## src/rtl/host_port_pkg.sv

```systemverilog
package host_port_pkg;

    localparam int HP_ADDR_W    = 3;
    localparam int HP_BYTE_W    = 8;
    localparam int HP_LANES     = 2;
    localparam int HP_WORD_W    = HP_BYTE_W * HP_LANES;
    localparam int HP_CTRL_ADDR = 0;
    localparam int HP_DATA_BASE = 6;
    localparam int HP_CTRL_W    = 4;

    // control register layout, MSB first: bit3 flag, bit2 order, bit1 tx en, bit0 rx en
    typedef struct packed {
        logic hflag;
        logic little;
        logic tx_en;
        logic rx_en;
    } ctrl_t;

endpackage

```

## src/rtl/host_port_decode.sv

```systemverilog
module host_port_decode
    import host_port_pkg::*;
#(
    parameter int ADDR_W    = HP_ADDR_W,
    parameter int LANES     = HP_LANES,
    parameter int CTRL_ADDR = HP_CTRL_ADDR,
    parameter int DATA_BASE = HP_DATA_BASE
) (
    input  logic [ADDR_W-1:0] haddr,
    input  logic              little,
    output logic              ctrl_hit,
    output logic [LANES-1:0]  lane_hit
);

    localparam logic [ADDR_W-1:0] CTRL_A = ADDR_W'(CTRL_ADDR);

    assign ctrl_hit = (haddr == CTRL_A);

    // lane 0 is the least significant byte of the word
    for (genvar i = 0; i < LANES; i++) begin : g_lane
        localparam logic [ADDR_W-1:0] BIG_A = ADDR_W'(DATA_BASE + LANES - 1 - i);
        localparam logic [ADDR_W-1:0] LIT_A = ADDR_W'(DATA_BASE + i);
        assign lane_hit[i] = (haddr == (little ? LIT_A : BIG_A));
    end

endmodule

```

## src/rtl/host_port_regs.sv

```systemverilog
module host_port_regs
    import host_port_pkg::*;
#(
    parameter int BYTE_W = HP_BYTE_W,
    parameter int LANES  = HP_LANES,
    localparam int WORD_W = BYTE_W * LANES
) (
    input  logic              clk,
    input  logic              rst_n,
    input  logic              wr_stb,
    input  logic              rd_stb,
    input  logic              ctrl_hit,
    input  logic [LANES-1:0]  lane_hit,
    input  logic [BYTE_W-1:0] wdata,
    input  logic              rx_load,
    input  logic [WORD_W-1:0] rx_data,
    input  logic              tx_take,
    output ctrl_t             ctrl_q,
    output logic [WORD_W-1:0] tx_word_q,
    output logic              tx_full_q,
    output logic [WORD_W-1:0] rx_word_q,
    output logic              rx_full_q
);

    typedef struct packed {
        ctrl_t             ctrl;
        logic [WORD_W-1:0] tx_word;
        logic              tx_full;
        logic [WORD_W-1:0] rx_word;
        logic              rx_full;
    } state_t;

    state_t st_d, st_q;

    always_comb begin
        st_d = st_q;

        if (wr_stb && ctrl_hit) begin
            st_d.ctrl = ctrl_t'(wdata[HP_CTRL_W-1:0]);
        end

        for (int i = 0; i < LANES; i++) begin
            if (wr_stb && lane_hit[i]) begin
                st_d.tx_word[i*BYTE_W +: BYTE_W] = wdata;
            end
        end

        // transmit flag: the host low-byte write outranks the processor take
        if (tx_take) begin
            st_d.tx_full = 1'b0;
        end
        if (wr_stb && lane_hit[0]) begin
            st_d.tx_full = 1'b1;
        end

        // receive flag: a fresh load outranks the host low-byte read
        if (rd_stb && lane_hit[0]) begin
            st_d.rx_full = 1'b0;
        end
        if (rx_load) begin
            st_d.rx_full = 1'b1;
            st_d.rx_word = rx_data;
        end
    end

    always_ff @(posedge clk or negedge rst_n) begin
        if (!rst_n) begin
            st_q <= '0;
        end else begin
            st_q <= st_d;
        end
    end

    assign ctrl_q    = st_q.ctrl;
    assign tx_word_q = st_q.tx_word;
    assign tx_full_q = st_q.tx_full;
    assign rx_word_q = st_q.rx_word;
    assign rx_full_q = st_q.rx_full;

endmodule

```

## src/rtl/host_port_rdmux.sv

```systemverilog
module host_port_rdmux
    import host_port_pkg::*;
#(
    parameter int BYTE_W = HP_BYTE_W,
    parameter int LANES  = HP_LANES,
    localparam int WORD_W = BYTE_W * LANES
) (
    input  logic              rd_stb,
    input  logic              ctrl_hit,
    input  logic [LANES-1:0]  lane_hit,
    input  ctrl_t             ctrl,
    input  logic [WORD_W-1:0] rx_word,
    output logic [BYTE_W-1:0] rdata
);

    always_comb begin
        rdata = '0;
        if (rd_stb) begin
            if (ctrl_hit) begin
                rdata = BYTE_W'(ctrl);
            end
            for (int i = 0; i < LANES; i++) begin
                if (lane_hit[i]) begin
                    rdata = rx_word[i*BYTE_W +: BYTE_W];
                end
            end
        end
    end

endmodule

```

## src/rtl/host_port_req.sv

```systemverilog
module host_port_req
    import host_port_pkg::*;
(
    input  logic  dma_mode,
    input  ctrl_t ctrl,
    input  logic  tx_full,
    input  logic  rx_full,
    output logic  host_req,
    output logic  dma_h2p,
    output logic  dma_p2h
);

    logic tx_empty;
    logic irq_req;
    logic dma_req;

    assign tx_empty = ~tx_full;

    always_comb begin
        // interrupt mode: both gated conditions share the one output
        irq_req = (ctrl.tx_en & tx_empty) | (ctrl.rx_en & rx_full);

        // DMA mode: exactly one enable names the direction
        dma_h2p = dma_mode &  ctrl.tx_en & ~ctrl.rx_en;
        dma_p2h = dma_mode & ~ctrl.tx_en &  ctrl.rx_en;
        dma_req = (dma_h2p & tx_empty) | (dma_p2h & rx_full);

        host_req = dma_mode ? dma_req : irq_req;
    end

endmodule

```

## src/rtl/host_port_ctl.sv

```systemverilog
module host_port_ctl
    import host_port_pkg::*;
#(
    parameter int ADDR_W    = HP_ADDR_W,
    parameter int BYTE_W    = HP_BYTE_W,
    parameter int LANES     = HP_LANES,
    parameter int CTRL_ADDR = HP_CTRL_ADDR,
    parameter int DATA_BASE = HP_DATA_BASE,
    localparam int WORD_W   = BYTE_W * LANES
) (
    input  logic              clk,
    input  logic              rst_n,
    input  logic              hcs,
    input  logic              hrd,
    input  logic              hwr,
    input  logic [ADDR_W-1:0] haddr,
    input  logic [BYTE_W-1:0] hdin,
    output logic [BYTE_W-1:0] hdout,
    input  logic              dma_mode,
    input  logic              rx_load,
    input  logic [WORD_W-1:0] rx_data,
    input  logic              tx_take,
    output logic [WORD_W-1:0] tx_word,
    output logic              tx_full,
    output logic              rx_full,
    output logic              host_flag,
    output logic              host_req,
    output logic              dma_h2p,
    output logic              dma_p2h
);

    logic             wr_stb;
    logic             rd_stb;
    logic             ctrl_hit;
    logic [LANES-1:0] lane_hit;
    ctrl_t            ctrl_q;
    logic [WORD_W-1:0] rx_word_q;

    assign wr_stb = hcs & hwr;
    assign rd_stb = hcs & hrd;

    host_port_decode #(
        .ADDR_W   (ADDR_W),
        .LANES    (LANES),
        .CTRL_ADDR(CTRL_ADDR),
        .DATA_BASE(DATA_BASE)
    ) u_decode (
        .haddr   (haddr),
        .little  (ctrl_q.little),
        .ctrl_hit(ctrl_hit),
        .lane_hit(lane_hit)
    );

    host_port_regs #(
        .BYTE_W(BYTE_W),
        .LANES (LANES)
    ) u_regs (
        .clk      (clk),
        .rst_n    (rst_n),
        .wr_stb   (wr_stb),
        .rd_stb   (rd_stb),
        .ctrl_hit (ctrl_hit),
        .lane_hit (lane_hit),
        .wdata    (hdin),
        .rx_load  (rx_load),
        .rx_data  (rx_data),
        .tx_take  (tx_take),
        .ctrl_q   (ctrl_q),
        .tx_word_q(tx_word),
        .tx_full_q(tx_full),
        .rx_word_q(rx_word_q),
        .rx_full_q(rx_full)
    );

    host_port_rdmux #(
        .BYTE_W(BYTE_W),
        .LANES (LANES)
    ) u_rdmux (
        .rd_stb  (rd_stb),
        .ctrl_hit(ctrl_hit),
        .lane_hit(lane_hit),
        .ctrl    (ctrl_q),
        .rx_word (rx_word_q),
        .rdata   (hdout)
    );

    host_port_req u_req (
        .dma_mode(dma_mode),
        .ctrl    (ctrl_q),
        .tx_full (tx_full),
        .rx_full (rx_full),
        .host_req(host_req),
        .dma_h2p (dma_h2p),
        .dma_p2h (dma_p2h)
    );

    assign host_flag = ctrl_q.hflag;

endmodule

```

## config.mk

```make
export PLATFORM = sky130hd
export DESIGN_NAME = host_port_ctl
export DESIGN_NICKNAME = d
export VERILOG_FILES = /design/src/rtl/host_port_pkg.sv /design/src/rtl/host_port_decode.sv /design/src/rtl/host_port_regs.sv /design/src/rtl/host_port_rdmux.sv /design/src/rtl/host_port_req.sv /design/src/rtl/host_port_ctl.sv
export SDC_FILE = /design/constraint.sdc
export NUM_CORES = 1
export LEC_CHECK = 0
export ABC_AREA = 0
export ABC_CLOCK_PERIOD_IN_PS = 4100
export BUFFER_PORTS_ARGS = -buffer_cell sky130_fd_sc_hd__buf_2
export CORE_MARGIN = 4
export CORE_UTILIZATION = 31
export CTS_CLUSTER_SIZE = 14
export DETAILED_ROUTE_END_ITERATION = 8
export MAX_ROUTING_LAYER = met4
export PLACE_DENSITY = 0.65
export REMOVE_ABC_BUFFERS = 1
export SETUP_SLACK_MARGIN = 0.1
export SYNTH_ARGS = -nofsm -noshare
export SYNTH_HDL_FRONTEND = slang
export SYNTH_SLANG_ARGS = --single-unit
```

## constraint.sdc

```tcl
create_clock -name clk -period 4.1 [get_ports clk]
set_clock_uncertainty 0.15 [all_clocks]
set_input_delay 0.41 -clock clk [delete_from_list [all_inputs] [get_ports clk]]
set_output_delay 0.41 -clock clk [all_outputs]
set_load 0.005 [all_outputs]
```

==> out/results.ini, run 1 <==
[detailed_routing]
wirelength_um=3780
via_per_inst=4.61
drc=0
drt_pass1_iterations=2
vias=1204
wl_per_cell_um=14.5
ant_nets=0
drt_iter0_markers=45

[place]
port_buffers=64
dpl_cell_area_mm2=0.00210
gp_congestion=0.796
dp_hpwl_um=2910

[worst_hold_path]
hp-class=input pin to async pin

[yosys]
synthTopCellsByArea=dfrtp_1 (55%), mux2_2 (23%), mux2i_1 (2.3%)
synth.top_cell.area_share_pct=55.1
mappedNetlistArea_mm2=0.00173
ys_seq_elements=38
synthFlopType=dfrtp_1
yosysUniqueCellTypes=26
yosysWarnings=0
synth_most_common_cell=dfrtp_1
yosys-top-cells-count=dfrtp_1 (38), mux2_2 (36), nor2_1 (6)
synth_area_leader_cell=dfrtp_1
synth-seq-area-share_pct=55.1
syn_area_per_cell_um2=13.9
syn_inst=124
synth_edf_count=0
synth_async_sr_flop_share_pct=100

[timing]
relSlewSlack_pct=45.3
period_share_pct=57.6
hold_ws_ps=68.9
setup_violations=0
hold_viol=0
fin_tns_setup_ps=0
rsz0062_at_grt=no
drv_slew=0
fmax_mhz=424
fin_crit_ps=2360
worst_pin_slew_ps=820

[cells_and_area]
syn_to_final_growth_pct=26.9
final_area_mm2=0.00219
final_util_pct=41.8
diodes=0
drive_gt1_share_pct=59.2
nNetsFinal=225

[worst_setup_path]
end_kind=output pin
r2r_start=u_regs.ctrl_q[2]
arrival_ps=1800
crit_path_max_fanout=11
crit_path_cell_trace=xor2_2, mux2i_1, nor2_1, buf_2
worstSetupPathType=flop to output pin
critPathTopFamily=XOR/XNOR gates
critPathLaunchType=flop
crit_start=u_regs.ctrl_q[2]
crit_path_max_incr_delay_ps=570
crit_required_ps=3540
cp_slowest_cell=xor2_2
path_buf_inv=1

[floorplan]
start_util_pct=33.0
core_area_mm2=0.00524
dieHeight_um=82.6
die_w_um=82.6
fp-row-count=26
fp.dieArea_mm2=0.00683
ios=65

[run]
drv_cap=0

[pwr]
power_w=0.00102
p_leak_nw=1.05
power_density_mw_per_mm2=463
peakVddDrop_mv=0.195

[clock_network]
root_buffer=clkbuf_8
cts_tree=built
postCtsHoldBufs=0
cts_buffer_depth=2
cts_setup_buffers=0
path_clk_slew_ps=70
cts_max_level=2
post_cts_resized=0
cts_sinks=38
cts_made_buffers=5
clock_latency_ps=280

[global_route]
antenna_found_initial=0
gr-usage-all-layers_pct=12.1
grt_pass1_wl_um=6000
grt_max_degree=39
grt_pass1_vias=1286
grt_overflow_total=0

[run_status]
status=finished clean

## layout by cell type, fill, tap and decap left out, drive strengths merged, types with 2 or more instances in the layout
master / instances
dfrtp: 38
a21oi: 4
mux2: 36
o221ai: 4
nor2: 6
clkbuf: 7
nor3: 2
a21o: 2
nand2: 5
buf: 64
nand2b: 3
or2b: 2
mux2i: 4
o311a: 4
## state kept, by name, indices dropped and copies added (netlist names)
name              cells
u_regs.tx_full_q      1
u_regs.tx_word_q     16
u_regs.rx_full_q      1
u_regs.rx_word_q     16
u_regs.ctrl_q         4
## layer usage
metal	track usage (%)	part of all wire [%]
met5	-	0
met4	3.59	1.5
met3	4.23	7.4
met2	19.0	47
met1	14.6	44
## logic make-up (layout without fill, tap and decap cells)
group	Yosys count	after routing	share of synthesized area [%]
simple gates	25	25	9.57
compound gates	14	14	6.38
buf+inv	6	73	2.25
mux	40	40	25.8
flops	38	38	55.1
xor+xnor	1	1	0.942
## worst register-to-register path, cell delays in order (launching register included)
cell	delay [ps]
dfrtp_1	500
xor2_2	570
nor3b_4	550
mux2_2	390
## path summary, 6_finish.rpt
kind,end,slack (ps),depth (start not counted)
max in group asynchronous,u_regs.tx_word_q[13],3210,1
min,u_regs.rx_word_q[7],70,1
min in group clk,u_regs.rx_word_q[15],210,2
max,hdout[6],1740,4
min reg2reg,u_regs.tx_word_q[13],350,1
max reg2reg,u_regs.tx_word_q[6],1830,3
## metrics by stage
step | std cells | setup slack, ps
2_1_floorplan | 119 | 2120
3_3_place_gp | 253 | 1730
3_5_place_dp | 253 | 1670
4_1_cts | 261 | 1730
5_1_grt | 261 | 1590
6_report | 261 | 1740
## cell type report
type                    instances  area (um^2)
clock buffers                   7         86.3
clock inverters                 1         5.00
fillers                       515         3050
inverters                       1         3.75
multi-input cells              80          737
flip-flops and latches         38          951
well taps                      70         87.6
repair buffers                 64          320
## report_power, final
group,leakage [nW],internal (W),switching (W)
clock network,0.0482,0.000136,0.000122
registers,0.454,0.000458,0.0000496
logic,0.550,0.000144,0.000107
total,1.05,0.000737,0.000278
Power figures use the tool's default switching activity.
==> run 2: changes to the inputs <==
--- a/config.mk
+++ b/config.mk
@@ -6,7 +6,7 @@
 export NUM_CORES = 1
 export LEC_CHECK = 0
 export ABC_AREA = 0
-export ABC_CLOCK_PERIOD_IN_PS = 4100
+export ABC_CLOCK_PERIOD_IN_PS = 2240
 export BUFFER_PORTS_ARGS = -buffer_cell sky130_fd_sc_hd__buf_2
 export CORE_MARGIN = 4
 export CORE_UTILIZATION = 31
==> constraint.sdc (replaced) <==
create_clock -name clk -period 2.24 [get_ports clk]
set_clock_uncertainty 0.15 [all_clocks]
set_input_delay 0.224 -clock clk [delete_from_list [all_inputs] [get_ports clk]]
set_output_delay 0.224 -clock clk [all_outputs]
set_load 0.005 [all_outputs]
==> run 2 against run 1 <==
Power grew 84%. Hold slack lost 51 ps. Setup slack lost 1400 ps. Wire length grew 0.34%. Critical path type unchanged. Largest power group unchanged.
==> out/results.ini, run 2 (synthesized netlist as in run 1, its figures left out) <==
[run_status]
status=finished clean

[pwr]
switchingPower_w=0.000510  ; +84%
power_density_mw_per_mm2=842  ; +82%
sequentialPowerShare_pct=49.7  ; -0.3 points
peakVddDrop_mv=0.376  ; +93%
power_w=0.00187  ; +84%
p_leak_nw=1.06  ; +0.92%
internal_power_w=0.00136  ; +84%
power.share.switching_pct=27.3  ; -0.098 points
clock_power_share_pct=25.2  ; about the same
pwr-share-comb_pct=25.1  ; +0.4 points

[run]
drv_cap=0  ; unchanged

[worst_hold_path]
hp-class=input pin to flop
min_to=u_regs.rx_word_q[2]
holdCritStartpoint=rx_data[2]
hold_depth=2

[clock_network]
cts_sinks=38  ; unchanged
cts_max_level=2  ; unchanged
root_buffer=clkbuf_8
path_clk_slew_ps=70  ; about the same
cts_tree=built
cts_made_buffers=5  ; unchanged
cts_setup_buffers=0  ; unchanged
cts_buffer_depth=2  ; unchanged
clock_latency_ps=280  ; about the same

[worst_setup_path]
worstSetupPathType=flop to output pin
r2r_slack_ps=410  ; -1420 ps
end_kind=output pin
crit_path_max_fanout=8  ; -3
reg2reg_depth=3  ; unchanged
critPathLaunchType=flop
r2r-end=u_regs.tx_word_q[4]
crit_required_ps=1870  ; -1670 ps
r2r_start=u_regs.ctrl_q[2]
arrival_ps=1570  ; -230 ps

[cells_and_area]
final_util_pct=42.4  ; +0.57 points
diodes=0  ; unchanged
final_cell_mix=buf_2 (64), dfrtp_1 (37), mux2_2 (36), nor2_1 (6), clkbuf_8 (6)
fill_cells=497  ; -3.5%
syn_to_final_growth_pct=28.6
final_common_cell=buf_2
nNetsFinal=227  ; +0.89%
drive_gt1_share_pct=59.6  ; +0.42 points

[floorplan]
ios=65  ; unchanged
die_w_um=82.6  ; unchanged
fp.dieArea_mm2=0.00683  ; unchanged
core_area_mm2=0.00524  ; unchanged
start_util_pct=33.0  ; unchanged
dieHeight_um=82.6  ; unchanged
fp-row-count=26  ; unchanged

[global_route]
grt_pass1_wl_um=6150  ; +2.4%
grt_pass1_vias=1308  ; +1.7%
antenna_found_initial=0  ; unchanged
grt_max_degree=39  ; unchanged
gr-usage-all-layers_pct=12.2  ; +0.17 points
grt_overflow_total=0  ; unchanged

[place]
gp_congestion=0.839  ; +5.4%
dp_hpwl_um=2880  ; -0.85%
port_buffers=64  ; unchanged

[timing]
relSlewSlack_pct=43.4  ; -1.9 points
fin_crit_ps=1950
rsz0062_at_grt=no
hold_viol=0  ; unchanged
setup_violations=0  ; unchanged
drv_slew=0  ; unchanged
fin_tns_setup_ps=0  ; unchanged
period_share_pct=86.9
worst_pin_slew_ps=849  ; +28.8 ps
fmax_mhz=514

[detailed_routing]
drt_iter0_markers=70  ; +56%
wl_per_cell_um=14.4  ; -0.42%
drc=0  ; unchanged
drt_pass1_iterations=5  ; +3
via_per_inst=4.76  ; +3.3%
vias=1253  ; +4.1%
wirelength_um=3800  ; +0.34%
ant_nets=0  ; unchanged

## run 2: changes by cell type in the layout (fill, tap and decap cells not counted), sizes merged
| cell | before | now |
|---|---|---|
| buf | 64 | 65 |
| dlygate4sd3 | 0 | 1 |
## run 2: worst max path at each step
stage	from	endpoint	slack (ps)
finish	u_regs.ctrl_q[2]	hdout[5]	290
floorplan	u_regs.ctrl_q[2]	u_regs.tx_word_q[0]	260
detailed placement	u_regs.ctrl_q[2]	u_regs.tx_word_q[2]	310
CTS	u_regs.ctrl_q[2]	hdout[7]	180
global route	u_regs.ctrl_q[2]	hdout[5]	150
global placement	u_regs.ctrl_q[2]	u_regs.tx_word_q[4]	340
## run 2: routing by layer
layer  global-route usage [%]  share of wire (%)  vias to the layer above  wire length [um]
met5                        -                  0                        -                 0
met4                     4.25                1.6                        0                60
met3                     4.01                8.6                        7               327
met2                     19.2                 48                       43              1810
met1                     14.9                 42                      613              1600
li1                         -                  -                      590                 -
## run 2: area by class of cell
cell class / instances / area (um^2) / share of cell area, %
well taps: 70 / 87.6 / 3.94
flip-flops and latches: 38 / 952 / 42.9
repair buffers: 66 / 338 / 15.2
multi-input cells: 80 / 748 / 33.7
clock inverters: 1 / 5.00 / 0.225
inverters: 1 / 3.75 / 0.169
clock buffers: 7 / 86.3 / 3.89
## run 2: power by group through the flow
| stage | combinational (W) | clock, W | sequential (W) |
|---|---|---|---|
| final | 0.000470 | 0.000472 | 0.000929 |
| after global routing | 0.000525 | 0.000519 | 0.000952 |
| after CTS | 0.000477 | 0.000494 | 0.000930 |
| after detailed placement | 0.000476 | 0 | 0.000942 |
| after global placement | 0.000465 | 0 | 0.000940 |
| after floorplan | 0.000232 | 0 | 0.000939 |
## run 2: critical path, cell delays in order (launching register included)
cell and delay [ps]:
dfrtp_2 480, xor2_4 210, buf_4 220, mux2i_1 200
nor2_1 50, buf_2 130
## run 2: timing repair
item,CTS,global route
hold buffers,1,0
hold endpoints to repair,38,0
resized for setup,0,2
endpoints found under the setup margin,0,4
## run 2: stage by stage
| step | hold slack (ps) | std cells | area (um^2) | worst slack, ps |
|---|---|---|---|---|
| 6_report | 18.2 | 263 | 2220 | 294 |
| 5_1_grt | 16.4 | 263 | 2220 | 147 |
| 4_1_cts | 8.80 | 263 | 2210 | 183 |
| 3_5_place_dp | 234 | 254 | 2110 | 308 |
| 3_3_place_gp | 235 | 254 | 2110 | 341 |
| 2_1_floorplan | -222 | 119 | 1690 | 255 |
==> run 3: changes to the inputs <==
--- a/config.mk
+++ b/config.mk
@@ -18,4 +18,5 @@
 export SETUP_SLACK_MARGIN = 0.1
 export SYNTH_ARGS = -nofsm -noshare
 export SYNTH_HDL_FRONTEND = slang
+export SYNTH_HIERARCHICAL = 1
 export SYNTH_SLANG_ARGS = --single-unit
==> run 3 against run 2 <==
Clock power increased by 3%. Final area increased by 3.8%. Critical path depth grew 1. Core utilization fell by 0.29 points. Synthesized cell count increased by 2.4%. Via count increased by 0.40%. Sequential cell count did not move. Maximum frequency is 5.6% lower. Global-route usage decreased by 0.11 points. Clock-buffer cell count down 1. Sequential share of layout area down 1.6 points. Register-to-register slack better by 110 ps.
==> out/results.ini, run 3 <==
[run_status]
status=finished clean

[yosys]
synth_area_leader_cell=dfrtp_1
syn_inst=127  ; +2.4%
synth_async_sr_flop_share_pct=100  ; unchanged
synth_most_common_cell=dfrtp_1
syn_area_per_cell_um2=13.7  ; -1.3%
synth-seq-area-share_pct=54.5  ; -0.59 points
yosys-top-cells-count=dfrtp_1 (38), mux2_2 (27), mux2_4 (9), nand2_1 (9)
yosysUniqueCellTypes=20  ; -23%
synth_edf_count=0  ; unchanged
mappedNetlistArea_mm2=0.00175  ; +1.1%
synthFlopType=dfrtp_1
synthTopCellsByArea=dfrtp_1 (54%), mux2_2 (17%), mux2_4 (7.7%)
synth.top_cell.area_share_pct=54.5  ; -0.59 points
yosysWarnings=6  ; +6
ys_seq_elements=38  ; unchanged

[global_route]
grt_max_degree=39  ; unchanged
grt_pass1_vias=1403  ; +7.3%
grt_overflow_total=0  ; unchanged
gr-usage-all-layers_pct=12.1  ; -0.11 points
grt_pass1_wl_um=6610  ; +7.5%
antenna_found_initial=0  ; unchanged

[worst_setup_path]
crit_path_max_fanout=5  ; -3
worstSetupPathType=flop to output pin
crit_required_ps=1870  ; about the same
arrival_ps=1690  ; +120 ps
end_kind=output pin
critPathLaunchType=flop

[cells_and_area]
layoutNonFillerInstCount=278  ; +5.7%
diodes=0  ; unchanged
nNetsFinal=240  ; +5.7%
syn_to_final_growth_pct=32.0
final_util_pct=42.1  ; -0.29 points
drive_gt1_share_pct=61.7  ; +2.1 points
final_common_cell=buf_2
final_cell_mix=buf_2 (65), dfrtp_1 (38), mux2_2 (27), nand2_1 (9), mux2_4 (9)
fill_cells=540  ; +8.7%

[floorplan]
die_w_um=83.0  ; +0.49%
core_area_mm2=0.00547  ; +4.5%
fp.dieArea_mm2=0.00689  ; +0.98%
fp-row-count=27  ; +3.8%
ios=65  ; unchanged
dieHeight_um=83.0  ; +0.49%
start_util_pct=31.9  ; -1.1 points

[clock_network]
path_clk_slew_ps=70  ; about the same
root_buffer=clkbuf_8
cts_sinks=38  ; unchanged
cts_buffer_depth=2  ; unchanged
cts_max_level=2  ; unchanged
cts_made_buffers=5  ; unchanged
clock_latency_ps=280  ; about the same
cts_tree=built

[pwr]
power.share.switching_pct=27.1  ; -0.24 points
pwr-share-comb_pct=25.2  ; about the same
clock_power_share_pct=25.9  ; +0.7 points
p_leak_nw=1.12  ; +5.2%
internal_power_w=0.00137  ; +0.58%
switchingPower_w=0.000507  ; -0.62%
power_density_mw_per_mm2=813  ; -3.4%
peakVddDrop_mv=0.547  ; +46%
sequentialPowerShare_pct=48.9  ; -0.8 points

[detailed_routing]
drc=0  ; unchanged
drt_pass1_iterations=4  ; -1
drt_iter0_markers=21  ; -70%
ant_nets=0  ; unchanged
wl_per_cell_um=14.3  ; -1.1%
wirelength_um=3970  ; +4.6%
vias=1258  ; +0.40%
via_per_inst=4.53  ; -5.0%

[timing]
hold_viol=0  ; unchanged
fin_tns_setup_ps=0  ; unchanged
rsz0062_at_grt=yes
drv_slew=0  ; unchanged
worst_pin_slew_ps=836  ; -13.0 ps
period_share_pct=92.0  ; +5.1 points
fmax_mhz=485  ; -5.6%
relSlewSlack_pct=44.3  ; +0.87 points
setup_violations=0  ; unchanged
hold_ws_ps=18.2  ; +0.00410 ps
fin_crit_ps=2060  ; +115 ps

[place]
dp.cells=261  ; +2.8%
gp_congestion=0.752  ; -10%
port_buffers=64  ; unchanged
dp_hpwl_um=2890  ; +0.49%

[run]
drv_cap=0  ; unchanged

[worst_hold_path]
hp-class=input pin to flop

## run 3: cell count changes after synthesis, sizes merged, moves of 2 or more
cell,change
o311a,-4
mux2i,-4
or2b,-2
nand2b,-3
nand2,+6
o221ai,-4
a221oi,+4
nand3b,+7
clkbuf,-2
a21oi,+4
inv,+5
nor2,-3
## run 3: final timing paths
path | startpoint | to | cells after the start | slack [ps]
worst min-delay path | rx_data[11] | u_regs/rx_word_q[11] | 2 | 20
min in group asynchronous | rst_n | u_regs/rx_word_q[10] | 2 | 430
worst max register to register | u_regs/ctrl_q[2] | u_regs/tx_word_q[1] | 6 | 520
worst min register to register | u_regs/tx_word_q[2] | u_regs/tx_word_q[2] | 1 | 350
max in group asynchronous | rst_n | u_regs/tx_word_q[10] | 2 | 980
worst max-delay path | u_regs/ctrl_q[2] | hdout[1] | 6 | 180
## run 3: per-stage QoR
step | setup WS [ps] | total power [W] | area [um^2]
3_3_place_gp | 369 | 0.00137 | 2120
6_report | 179 | 0.00187 | 2300
2_1_floorplan | 469 | 0.00115 | 1690
5_1_grt | 65.8 | 0.00200 | 2300
3_5_place_dp | 292 | 0.00138 | 2120
4_1_cts | 111 | 0.00189 | 2270
## run 3: metal layers
layer	vias to the layer above	GRT usage [%]	share of wire, %
met5	-	-	0
met4	0	2.23	0.25
met3	2	5.26	8.6
met2	48	19.0	48
met1	603	14.7	43
li1	605	-	-
## run 3: cell type report
class | count | area [um^2] | share of cell area [%]
clock inverter | 2 | 12.5 | 0.543
tap | 72 | 90.1 | 3.91
sequential | 38 | 951 | 41.3
multi-input combinational | 79 | 737 | 32.0
clock buffer | 6 | 82.6 | 3.58
timing repair buffer | 75 | 409 | 17.8
inverter | 6 | 22.5 | 0.977
## run 3: worst max-delay path, cell delays in order, from the launching register on
cell and delay (ps):
dfrtp_1 410, xnor2_2 170, nor2_2 70, buf_2 140, nand3b_1 180, a221oi_2 280
buf_2 160
## run 3: cells by family (layout without fill, tap and decap cells)
family | after synthesis | after routing | share of synthesized area (%)
AOI/OAI and AO/OA | 15 | 15 | 7.03
xor gates and xnor gates | 1 | 1 | 0.502
buffers and inverters | 10 | 89 | 4.37
DFF | 38 | 38 | 54.5
muxes | 36 | 36 | 25.2
and+or+nand+nor | 27 | 27 | 8.46
## run 3: what timing repair did
action	in CTS	in global routing
resized for setup	2	4
hold buffers	2	0
endpoints found under the hold margin	39	0
buffers inserted	5	1
pin swaps	2	4
gates cloned	0	1
setup endpoints to repair	8	8
## run 3: power groups by stage
stage / combinational [W] / sequential, W / clock [W]
finish: 0.000472 / 0.000917 / 0.000486
global route: 0.000524 / 0.000939 / 0.000533
CTS: 0.000472 / 0.000917 / 0.000505
detailed placement: 0.000450 / 0.000929 / 0
global placement: 0.000440 / 0.000927 / 0
floorplan: 0.000214 / 0.000933 / 0
